File: config.mk
export PLATFORM = sky130hd
export DESIGN_NAME = shot_timer
export DESIGN_NICKNAME = d
export VERILOG_FILES = /design/src/rtl/shot_timer.sv
export SDC_FILE = /design/constraint.sdc
export NUM_CORES = 1
export LEC_CHECK = 0
export ABC_AREA = 0
export ABC_CLOCK_PERIOD_IN_PS = 2900
export BUFFER_PORTS_ARGS = -buffer_cell sky130_fd_sc_hd__buf_4
export CELL_PAD_IN_SITES_DETAIL_PLACEMENT = 0
export CELL_PAD_IN_SITES_GLOBAL_PLACEMENT = 2
export CORE_ASPECT_RATIO = 0.6
export CORE_MARGIN = 10
export CORE_UTILIZATION = 37
export DETAILED_ROUTE_END_ITERATION = 16
export HOLD_SLACK_MARGIN = 0.15
export PLACE_DENSITY_LB_ADDON = 0.05
export SYNTH_ARGS = -nofsm -noshare
export SYNTH_HDL_FRONTEND = slang
export SYNTH_SLANG_ARGS = --single-unit
File: constraint.sdc
create_clock -name clk -period 2.9 [get_ports clk]
set_input_delay 0.29 -clock clk [delete_from_list [all_inputs] [get_ports clk]]
set_output_delay 0.29 -clock clk [all_outputs]
set_load 0.05 [all_outputs]
File: src/rtl/shot_timer.sv
module shot_timer #(
  parameter int WIDTH = 16
) (
  input  logic             clk,
  input  logic             rst_n,
  input  logic             wr_en,
  input  logic [1:0]       wr_addr,
  input  logic [WIDTH-1:0] wr_data,
  input  logic [1:0]       rd_addr,
  output logic [WIDTH-1:0] rd_data,
  input  logic             tick,
  input  logic             ext_start,
  output logic             pulse_out,
  output logic             irq
);

  localparam logic [WIDTH-1:0] ALL_ONES = '1;

  logic [WIDTH-1:0] cnt_q, reload_q, corr_q;
  logic             run_q, ff_q, irq_q;
  logic [2:0]       sync_q;

  logic sw_start, ext_edge, start_req, corr_wr, underflow;

  assign sw_start  = wr_en && wr_addr == 2'd0 && wr_data[0];
  assign ext_edge  = sync_q[1] && !sync_q[2];
  assign start_req = sw_start || ext_edge;
  assign corr_wr   = wr_en && wr_addr == 2'd2;
  assign underflow = run_q && tick && cnt_q == '0;

  always_ff @(posedge clk or negedge rst_n) begin
    if (!rst_n) sync_q <= '0;
    else        sync_q <= {sync_q[1:0], ext_start};
  end

  always_ff @(posedge clk or negedge rst_n) begin
    if (!rst_n) begin
      reload_q <= '0;
      corr_q   <= '0;
    end else begin
      if (wr_en && wr_addr == 2'd1) reload_q <= wr_data;
      if (corr_wr)                  corr_q   <= wr_data;
    end
  end

  always_ff @(posedge clk or negedge rst_n) begin
    if (!rst_n) begin
      cnt_q <= '0;
      run_q <= 1'b0;
      ff_q  <= 1'b0;
      irq_q <= 1'b0;
    end else begin
      irq_q <= 1'b0;
      if (!run_q) begin
        if (start_req) begin
          run_q <= 1'b1;
          cnt_q <= reload_q;
          ff_q  <= !ff_q;
        end
      end else if (underflow) begin
        run_q <= 1'b0;
        cnt_q <= ALL_ONES;
        ff_q  <= !ff_q;
        irq_q <= 1'b1;
      end else begin
        cnt_q <= cnt_q - WIDTH'(tick) + (corr_wr ? wr_data : '0);
      end
    end
  end

  always_comb begin
    case (rd_addr)
      2'd0:    rd_data = {{(WIDTH-1){1'b0}}, run_q};
      2'd1:    rd_data = reload_q;
      2'd2:    rd_data = corr_q;
      default: rd_data = cnt_q;
    endcase
  end

  assign pulse_out = ff_q;
  assign irq       = irq_q;

endmodule


# --- Word level (Yosys, flattened, before mapping) ---
# Index checks and enable logic that the tools add are counted.
# Widths: inputs -> output; s select.
word_totals:
  wordCells: 42
  input_bits: 25
  register_bits: 54
  output_inout_bits: 18
op_classes:
  addsub: 2
  reduce_logical: 15
  n_eq_ne: 5
  muxes: 13
ops:
  columns: ["op", "n"]
  rows:
  - ["$mux 16", 4]
  - ["$pmux 16 s3", 1]
  - ["$add 16x16->16", 1]
  - ["$logic_not 16->1", 1]
  - ["$sub 16x1->16", 1]
  - ["$mux 1", 8]
  - ["$logic_and 1x1->1", 7]
  - ["$eq 2x1->1 const B", 2]
  - ["$eq 2x2->1 const B", 2]
  - ["$logic_not 2->1", 2]
  - ["$logic_not 1->1", 2]
  - ["$ne 2x1->1 const B", 1]
  - ["$reduce_and 2->1", 1]
  - ["$reduce_bool 2->1", 1]
  - ["$logic_or 1x1->1", 1]

# --- Longest topological paths before layout ---
# Gate-level depths: netlist of run 1.
depth:
  depth_word: 6
  depth_mapped: 12
  mapped_depth_nobuf: 11

# --- Worst setup path after synthesis of run 1 ---
# Ideal clock, no wire load.
synth_timing:
  kind: "input to register"
  start: "in wr_addr[0]"
  end: "reg cnt_q[10]"
  setup_ns: 0.133
  slack_ns: 0.029
  stages: 12
  t_required_ns: 2.767
  n_path_buf: 2
  t_arrival_ns: 2.738
  path_cell_list: "and3b_1 > clkbuf_1 > clkbuf_1 > nand2_1 > ha_1 > inv_1 > ha_1 > a21oi_1 > o2111ai_2 > a31o_1 > a2111oi_0 > nor2_1"
synth_via:
  elab_chain_len: 6
  word_cells_on_any_way: 11
  cone_classes: "1 x add/sub; 1 x eq/ne; 3 x mux; 6 x reduce/logical"
synth_rtl:
  columns: ["element", "line", "rtl"]
  rows:
  - ["from (decl)", "7", "input logic [1:0] wr_addr,"]
  - ["$eq 2x2->1", "28", "assign corr_wr = wr_en && wr_addr == 2'd2;"]
  - ["$logic_and 1x1->1", "28", null]
  - ["$mux 16", "66", "cnt_q <= cnt_q - WIDTH'(tick) + (corr_wr ? wr_data : '0);"]
  - ["$add 16x16->16", "66", null]
  - ["$mux 16", "60", "end else if (underflow) begin"]
  - ["$mux 16", "54", "if (!run_q) begin"]
  - ["to (signal assigned)", "57", "cnt_q <= reload_q;"]
  - ["to (signal assigned)", "66", null]
  - ["to (decl)", "19", "logic [WIDTH-1:0] cnt_q, reload_q, corr_q;"]
# Several ways; a longest one is shown, not always the timed one.
# A chain may end at the register's enable or synchronous reset.

# --- Worst setup path in the final report of run 1 ---
# Same ends and word-level chain as after synthesis.

==> results of run 1 <==
[sequential cells by signal (all words and copies together), names as in the netlist]
| register | count |
|---|---|
| run_q | 1 |
| sync_q | 3 |
| pulse_out | 1 |
| reload_q | 16 |
| cnt_q | 16 |
| irq | 1 |
| corr_q | 16 |
[layer usage]
metal,GRT usage (%),vias up
li1,-,1496
met2,19.0,83
met3,4.15,7
met1,27.4,1467
met5,0,-
met4,3.20,0
[where the power goes]
group | internal (µW) | leakage [µW] | switching [µW]
clock | 348 | 0.0000735 | 312
combinational | 1580 | 0.00164 | 1840
sequential | 979 | 0.000644 | 247
[cell type report]
type                       instances  area (µm²)
sequential                        54        1350
clock buffer                       6         139
inverter                          53         199
tap                              135         169
timing repair buffer              81         613
multi-input combinational        260        2120
clock inverter                     2        16.3
fill                             948        5230
[through the flow]
step	TNS (ns)	setup WS [ns]	util [%]	cells
after floorplan	0	0.0288	-	382
after detailed placement	-0.578	-0.272	45.0	581
after CTS	0	0.00831	46.8	591
after global placement	-0.415	-0.231	45.0	581
final	0	0.126	46.8	591
after global routing	0	0.00121	46.8	591
[worst max-delay path, cell delays in order]
cell       delay, ns
buf_4           0.11
and3b_1         0.26
nand2_1         0.12
ha_1            0.29
inv_1           0.04
ha_1            0.20
fa_1            0.44
a21oi_2         0.22
o2111ai_2       0.25
a31o_1          0.28
a2111oi_1       0.38
nor2_1          0.09
[repair_timing]
action,in CTS,in global routing
hold buffers,2,0
hold endpoints to repair,55,0
setup endpoints to repair,0,3
resized for setup,0,3
[placed cells by master, fill, tap and decap left out, drive strengths merged, types with 3 or more instances in the layout]
cell type   n
nand2      57
o21ai       8
a221oi      4
nand3       3
xnor2       6
o22ai       3
nand3b      3
o2111a      3
ha         30
nor2        9
nor2b       3
a2111oi     4
a21o        3
a211oi      4
clkbuf      6
inv        54
nor4        4
xor2        3
dfrtp      54
mux2i      14
a22oi       4
a22o       15
mux2       32
and3        3
buf        79
a21oi      18
[path summary, 6_finish.rpt]
| kind | from | endpoint | slack [ns] | cells after the start |
|---|---|---|---|---|
| min in group asynchronous | rst_n | corr_q[12] | 0.59 | 2 |
| setup / recovery | wr_addr[0] | cnt_q[10] | 0.13 | 12 |
| hold / removal | wr_data[11] | reload_q[11] | 0.22 | 2 |
| setup reg to reg | cnt_q[7] | cnt_q[10] | 0.31 | 9 |
| max in group asynchronous | rst_n | pulse_out | 1.79 | 2 |
| hold reg to reg | sync_q[0] | sync_q[1] | 0.36 | 0 |
[cells by family after synthesis]
family,synth area share [%]
mux,14.0
fa+ha+maj,10.6
xor+xnor,2.11
simple gates,12.2
buf+inv,7.24
flops,36.2
compound gates,17.7
==> qor.yml, run 1 <==
worst_setup_path:
  endpoint_kind: "register"
  path_class: "primary input to register"
  crit_required_ns: 3.09
  cp-start-kind: "primary input"
  cp_max_fo: 4
  cp.arrival_ns: 2.96
grt:
  grt_max_degree: 55
  grt_pass1_wl_um: 18300
  grt.total_usage_pct: 16.2
  antenna_found_initial: 0
  grt_pass1_vias: 3064
  overflow: 0
floorplanning:
  dieArea_um2: 14600
  die_w_um: 150
  ios: 43
  start_util_pct: 37.9
  die_height_um: 97.8
  rows: 28
  core_um2: 9840
final_layout:
  diodes: 0
  area_growth_pct: 23.5
  final_area_um2: 4610
  nNetsFinal: 511
  drive_gt1_share_pct: 30.7
routing:
  via_per_inst: 5.17
  vias: 3053
  routed.top_layer: "met4"
  drc: 0
  drt_iter0_drc: 209
  wl_met2_um: 4090
  wl_met1_um: 6790
  avgRoutedWirePerCell_um: 19.8
  ant_nets: 0
  wl_um: 11700
  dr.pass1.iters: 5
  route.met3.wl_um: 747
cts:
  postCtsSetupRepairBufs: 0
  cts_tree: "done"
  clk_pin_slew_ns: 0.08
  htree_levels: 2
  ctsRootBufferMaster: "clkbuf_16"
  clk_latency_ns: 0.31
  cts_buffers: 5
  ctsLongestPathBuffers: 2
  clock-sinks: 54
logic_synthesis:
  synth_area_leaders: "dfrtp_1 36%, ha_1 10%, mux2_2 9.7%"
  yosys.area.top_type: "dfrtp_1"
  netlist_instances: 382
  ys_seq_elements: 54
  ys_top_cells_by_count: "57 x nand2_1, 54 x dfrtp_1, 53 x inv_1"
  syn-cell-area_um2: 3730
  synth_nets: 438
  async_flop_share_pct: 100
  synthFlopType: "dfrtp_1"
  ys_warn_count: 0
  avgSynthCellArea_um2: 9.77
  netlist-cell-type-count: 62
  yosysSeqAreaShare_pct: 36.2
  yosysMostFrequentCell: "nand2_1"
  synth_top_area_share_pct: 36.2
  synth_edf_count: 0
run_status:
  status: "finished clean"
place:
  port-buffer-count: 42
  hpwl_um: 9000
  place_area_um2: 4430
  gp_congestion: 0.842
power:
  ir_worst_vdd_mv: 0.387
  power_density_nw_per_um2: 1150
  p_total_uw: 5300
  p_leak_uw: 0.00235
sta:
  whs_ns: 0.225
  worst_pin_slew_ns: 0.817
  fmax_ghz: 0.361
  period_minus_slack_ns: 2.77
  post-route-period-util_pct: 95.6
  maxSlewViolCount: 0
  setup-violations-final: 0
  rsz0062_at_grt: "false"
  relSlewSlack_pct: 45.5
  fin_skew_ns: 0.00853
  hold_viol: 0
run:
  drv_cap: 0
hold_path:
  hold_path.class: "primary input to register"
Power figures use the tool's default switching activity.
==> run 2, diff against run 1 <==
--- a/config.mk
+++ b/config.mk
@@ -6,13 +6,13 @@
 export NUM_CORES = 1
 export LEC_CHECK = 0
 export ABC_AREA = 0
-export ABC_CLOCK_PERIOD_IN_PS = 2900
+export ABC_CLOCK_PERIOD_IN_PS = 3420
 export BUFFER_PORTS_ARGS = -buffer_cell sky130_fd_sc_hd__buf_4
 export CELL_PAD_IN_SITES_DETAIL_PLACEMENT = 0
 export CELL_PAD_IN_SITES_GLOBAL_PLACEMENT = 2
 export CORE_ASPECT_RATIO = 0.6
 export CORE_MARGIN = 10
-export CORE_UTILIZATION = 37
+export CORE_UTILIZATION = 38
 export DETAILED_ROUTE_END_ITERATION = 16
 export HOLD_SLACK_MARGIN = 0.15
 export PLACE_DENSITY_LB_ADDON = 0.05
==> constraint.sdc (replaced) <==
create_clock -name clk -period 3.42 [get_ports clk]
set_input_delay 0.342 -clock clk [delete_from_list [all_inputs] [get_ports clk]]
set_output_delay 0.342 -clock clk [all_outputs]
set_load 0.05 [all_outputs]
==> qor.yml, run 2 (synthesized netlist as in run 1, its figures left out) <==
sta:
  rsz0062_at_grt: "false"
  post-route-period-util_pct: 82.7
  relSlewSlack_pct: 29.1
  fin_tns_setup_ns: 0
  worst_slack_ns: 0.591
  hold_viol: 0
  whs_ns: 0.275
  worst_pin_slew_ns: 1.06
  fmax_ghz: 0.353
  period_minus_slack_ns: 2.83
  fin_skew_ns: 0.00640
  maxSlewViolCount: 0
  setup-violations-final: 0
cts:
  clk_pin_slew_ns: 0.08
  htree_levels: 2
  ctsRootBufferMaster: "clkbuf_16"
  ctsLongestPathBuffers: 2
  cts_tree: "done"
  cts_buffers: 5
  clock-sinks: 54
  cts_resized: 0
  clk_latency_ns: 0.30
routing:
  vias: 2955
  drt_iter0_drc: 227
  dr.pass1.iters: 4
  via_per_inst: 5.28
  wl_met2_um: 3880
  wl_um: 11600
  ant_nets: 0
  wl_met1_um: 6490
  route.met3.wl_um: 1140
  routed.top_layer: "met4"
  avgRoutedWirePerCell_um: 20.7
  drc: 0
power:
  ir_worst_vdd_mv: 0.353
  p_leak_uw: 0.00225
  power_density_nw_per_um2: 982
floorplanning:
  start_util_pct: 39.9
  core_um2: 9360
  ios: 43
  die_w_um: 148
  dieArea_um2: 14300
  rows: 27
  die_height_um: 96.8
worst_setup_path:
  path_class: "primary input to register"
  cp-start-kind: "primary input"
  endpoint_kind: "register"
  cp.arrival_ns: 2.99
  crit_required_ns: 3.58
  cp_max_fo: 5
run_status:
  status: "finished clean"
place:
  place_area_um2: 4230
  port-buffer-count: 42
  place_ws_ns: 0.299
  hpwl_um: 8810
  gp_congestion: 0.892
grt:
  grt.total_usage_pct: 16.5
  antenna_found_initial: 0
  overflow: 0
  grt_pass1_wl_um: 18600
  grt_max_degree: 55
  grt_pass1_vias: 3074
final_layout:
  multi_input_area_um2: 2120
  seqCellArea_um2: 1350
  drive_gt1_share_pct: 26.3
  largestRegisters: "cnt_q (16), corr_q (16), reload_q (16)"
  area_growth_pct: 18.3
  diodes: 0
  nNetsFinal: 485
  final_util_pct: 47.2
  final_area_um2: 4420
  fillCellCount: 918
  layout_common_cells: "57 x nand2_1, 54 x dfrtp_1, 53 x inv_1, 53 x buf_4, 32 x mux2_2"
  final_common_cell: "nand2_1"
run:
  drv_cap: 0
hold_path:
  hold_path.class: "primary input to register"
[run 2: path summary, 6_finish.rpt]
path                            startpoint         end  slack [ns]  depth (start not counted)
worst max-delay path            wr_addr[0]   cnt_q[15]        0.59                         13
worst min-delay path            wr_data[1]   corr_q[1]        0.27                          3
worst max register to register    cnt_q[2]   cnt_q[15]        0.77                         10
worst min register to register   sync_q[0]   sync_q[1]        0.36                          0
max in group asynchronous            rst_n   cnt_q[14]        2.26                          2
min in group asynchronous            rst_n  corr_q[13]        0.65                          2
[run 2: power by group]
group	switching [µW]	internal [µW]
clock	265	348
sequential	211	830
combinational	1500	1170
total	1980	2350
[run 2: layout make-up]
| cell class | count | share of cell area, % |
|---|---|---|
| Multi-Input combinational cell | 260 | 47.9 |
| Clock inverter | 3 | 0.992 |
| Inverter | 53 | 4.51 |
| Sequential cell | 54 | 30.6 |
| Timing Repair Buffer | 55 | 9.46 |
| Tap cell | 130 | 3.68 |
| Clock buffer | 5 | 2.83 |
[run 2: through the flow]
step / std cells / total power [µW]
2_1_floorplan: 382 / 2960
3_3_place_gp: 550 / 3730
3_5_place_dp: 550 / 3690
4_1_cts: 560 / 4340
5_1_grt: 560 / 4720
6_report: 560 / 4330
[run 2: worst max-delay path, cell delays in order]
cell and delay (ns):
buf_4 0.12, and3b_1 0.27, buf_4 0.16, nand2_1 0.11
ha_1 0.29, inv_1 0.04, ha_1 0.35, a21oi_2 0.21
a211oi_2 0.13, or2_2 0.36, a2111oi_0 0.39, buf_4 0.17
a221oi_1 0.04
[run 2: timing repair]
action	CTS	global route
hold endpoints to repair	42	0
setup buffers	0	0
hold buffers	2	0
endpoints found under the setup margin	0	0
[run 2: layer usage]
layer | track usage (%) | vias to the layer above
met3 | 5.34 | 6
li1 | - | 1444
met1 | 27.6 | 1409
met4 | 2.48 | 0
met5 | 0 | -
met2 | 18.8 | 96
==> run 3, diff against run 2 <==
--- a/config.mk
+++ b/config.mk
@@ -6,13 +6,13 @@
 export NUM_CORES = 1
 export LEC_CHECK = 0
 export ABC_AREA = 0
-export ABC_CLOCK_PERIOD_IN_PS = 3420
+export ABC_CLOCK_PERIOD_IN_PS = 2600
 export BUFFER_PORTS_ARGS = -buffer_cell sky130_fd_sc_hd__buf_4
 export CELL_PAD_IN_SITES_DETAIL_PLACEMENT = 0
 export CELL_PAD_IN_SITES_GLOBAL_PLACEMENT = 2
 export CORE_ASPECT_RATIO = 0.6
 export CORE_MARGIN = 10
-export CORE_UTILIZATION = 38
+export CORE_UTILIZATION = 34
 export DETAILED_ROUTE_END_ITERATION = 16
 export HOLD_SLACK_MARGIN = 0.15
 export PLACE_DENSITY_LB_ADDON = 0.05
==> constraint.sdc (replaced) <==
create_clock -name clk -period 2.6 [get_ports clk]
set_input_delay 0.26 -clock clk [delete_from_list [all_inputs] [get_ports clk]]
set_output_delay 0.26 -clock clk [all_outputs]
set_load 0.05 [all_outputs]
==> qor.yml, run 3 (synthesized netlist as in run 1, its figures left out) <==
run_status:
  status: "finished clean"
final_layout:
  layout.cells.non_filler: 626
  multi_input_area_um2: 2290
  fillCellCount: 1019
  layout_common_cells: "109 x buf_4, 54 x dfrtp_1, 53 x inv_1, 52 x nand2_1, 32 x mux2_2"
  final_common_cell: "buf_4"
  drive_gt1_share_pct: 40.9
  final_util_pct: 47.4
  diodes: 0
  seqCellArea_um2: 1350
  area_growth_pct: 35.0
  largestRegisters: "cnt_q (16), corr_q (16), reload_q (16)"
  nNetsFinal: 542
cts:
  cts_buffers: 5
  ctsRootBufferMaster: "clkbuf_16"
  ctsLongestPathBuffers: 2
  htree_levels: 2
  clk_latency_ns: 0.30
  cts_tree: "done"
  clk_pin_slew_ns: 0.08
  clock-sinks: 54
hold_path:
  whs_endpoint: "reload_q[6]"
  hold_path.class: "primary input to register"
  holdCritStartpoint: "wr_data[6]"
  hold_depth: 2
power:
  p_leak_uw: 0.00253
  power_density_nw_per_um2: 1370
  ir_worst_vdd_mv: 0.525
place:
  placed_cells: 615
  gp_congestion: 0.904
  port-buffer-count: 42
  place_ws_ns: -0.368
  hpwl_um: 9540
routing:
  via_per_inst: 5.18
  ant_nets: 0
  wl_um: 12400
  avgRoutedWirePerCell_um: 19.9
  dr.pass1.iters: 4
  drc: 0
  vias: 3241
  drt_iter0_drc: 151
worst_setup_path:
  cp_cell_sequence: "buf_4 > and3b_2 > buf_6 > nand2_2 > ha_1 > inv_1 > fa_2 > a21oi_4 > o2111ai_4 > a311oi_2 > buf_4 > o21ai_0 > a211oi_1"
  crit_slowest_cell: "fa_2"
  reg2reg_slack_ns: 0.25
  path_delay_family: "compound AO/OA/AOI/OAI gates"
  critPathBufInv: 4
  cp_max_fo: 5
  timing.rr.end: "cnt_q[12]"
  path_class: "primary input to register"
  crit_required_ns: 2.81
  r2r-start: "cnt_q[1]"
  endpoint_kind: "register"
  cp.arrival_ns: 2.71
  max_stage_delay_ns: 0.40
  cpMostUsedCell: "buf_4"
  cp-start-kind: "primary input"
  r2r_cells: 10
floorplanning:
  die_height_um: 101
  core_um2: 10600
  start_util_pct: 35.1
  dieArea_um2: 15700
  ios: 43
  die_w_um: 155
  rows: 29
sta:
  relSlewSlack_pct: 41.6
  fmax_ghz: 0.400
  post-route-period-util_pct: 96.2
  fin_skew_ns: 0.00805
  worst_pin_slew_ns: 0.873
  period_minus_slack_ns: 2.50
  worst_slack_ns: 0.0990
  rsz0062_at_grt: "true"
  hold_viol: 0
  setup-violations-final: 0
  maxSlewViolCount: 0
grt:
  grt.total_usage_pct: 15.7
  antenna_found_initial: 0
  grt_max_degree: 55
  overflow: 0
  grt_pass1_vias: 3203
  grt_pass1_wl_um: 19000
run:
  drv_cap: 0
==> run 3: cell count changes in the layout (fill, tap and decap cells not counted), sizes merged <==
cell	before	now
buf	53	110
clkbuf	5	6
clkinv	1	0
==> run 3: report_power, final <==
group	internal [µW]	leakage, µW	switching (µW)
Combinational	2340	0.00180	2430
Clock	486	0.0000875	347
Sequential	1090	0.000644	217
==> run 3: how the worst max path moves through the flow <==
stage	startpoint	end	slack, ns	cells after the start
2_1_floorplan	wr_addr[0]	cnt_q[10]	-0.01	12
3_3_place_gp	wr_addr[0]	cnt_q[10]	-0.32	12
3_5_place_dp	wr_addr[0]	cnt_q[12]	-0.37	13
4_1_cts	wr_addr[0]	cnt_q[12]	-0.01	13
5_1_grt	wr_addr[0]	cnt_q[12]	-0.03	13
6_report	wr_addr[0]	cnt_q[12]	0.1	13
==> run 3: final cells by class <==
cell class,count,share of cell area (%)
tap,139,3.45
clock buffer,6,2.76
timing repair buffer,112,16.9
inverter,53,3.95
clock inverter,2,0.770
sequential,54,26.8
multi-input combinational,260,45.4
==> run 3: metrics by stage <==
step / total power, µW / hold WS (ns) / TNS [ns] / instance area [µm²]
after floorplan: 4000 / -0.0356 / -0.0139 / 3780
after global placement: 5640 / 0.333 / -2.50 / 4690
after detailed placement: 5640 / 0.342 / -2.60 / 4690
after CTS: 6530 / 0.193 / -0.0170 / 4890
after global routing: 7480 / 0.192 / -0.0491 / 5040
final: 6910 / 0.200 / 0 / 5040
==> run 3: timing repair <==
action	in CTS	in global routing
hold buffers	2	0
gates resized for setup	1	30
pin swaps	1	9
endpoints found under the setup margin	1	9
setup buffers	0	1
endpoints found under the hold margin	55	0
==> run 3: worst reg2reg max path: cells and delay by family, from the launching register on <==
family                   cells  cell delay, ns
AO/OA/AOI/OAI                5            0.96
adder cells (fa/ha/maj)      2            0.66
flip-flops                   1            0.37
buffers and inverters        3            0.27
==> run 3: routing by layer <==
metal | vias to the layer above | global-route usage [%] | wire length (µm)
met3 | 7 | 5.29 | 1260
met1 | 1565 | 25.7 | 6750
met2 | 107 | 18.5 | 4370
met4 | 0 | 2.15 | 60
met5 | - | 0 | 0
li1 | 1562 | - | -
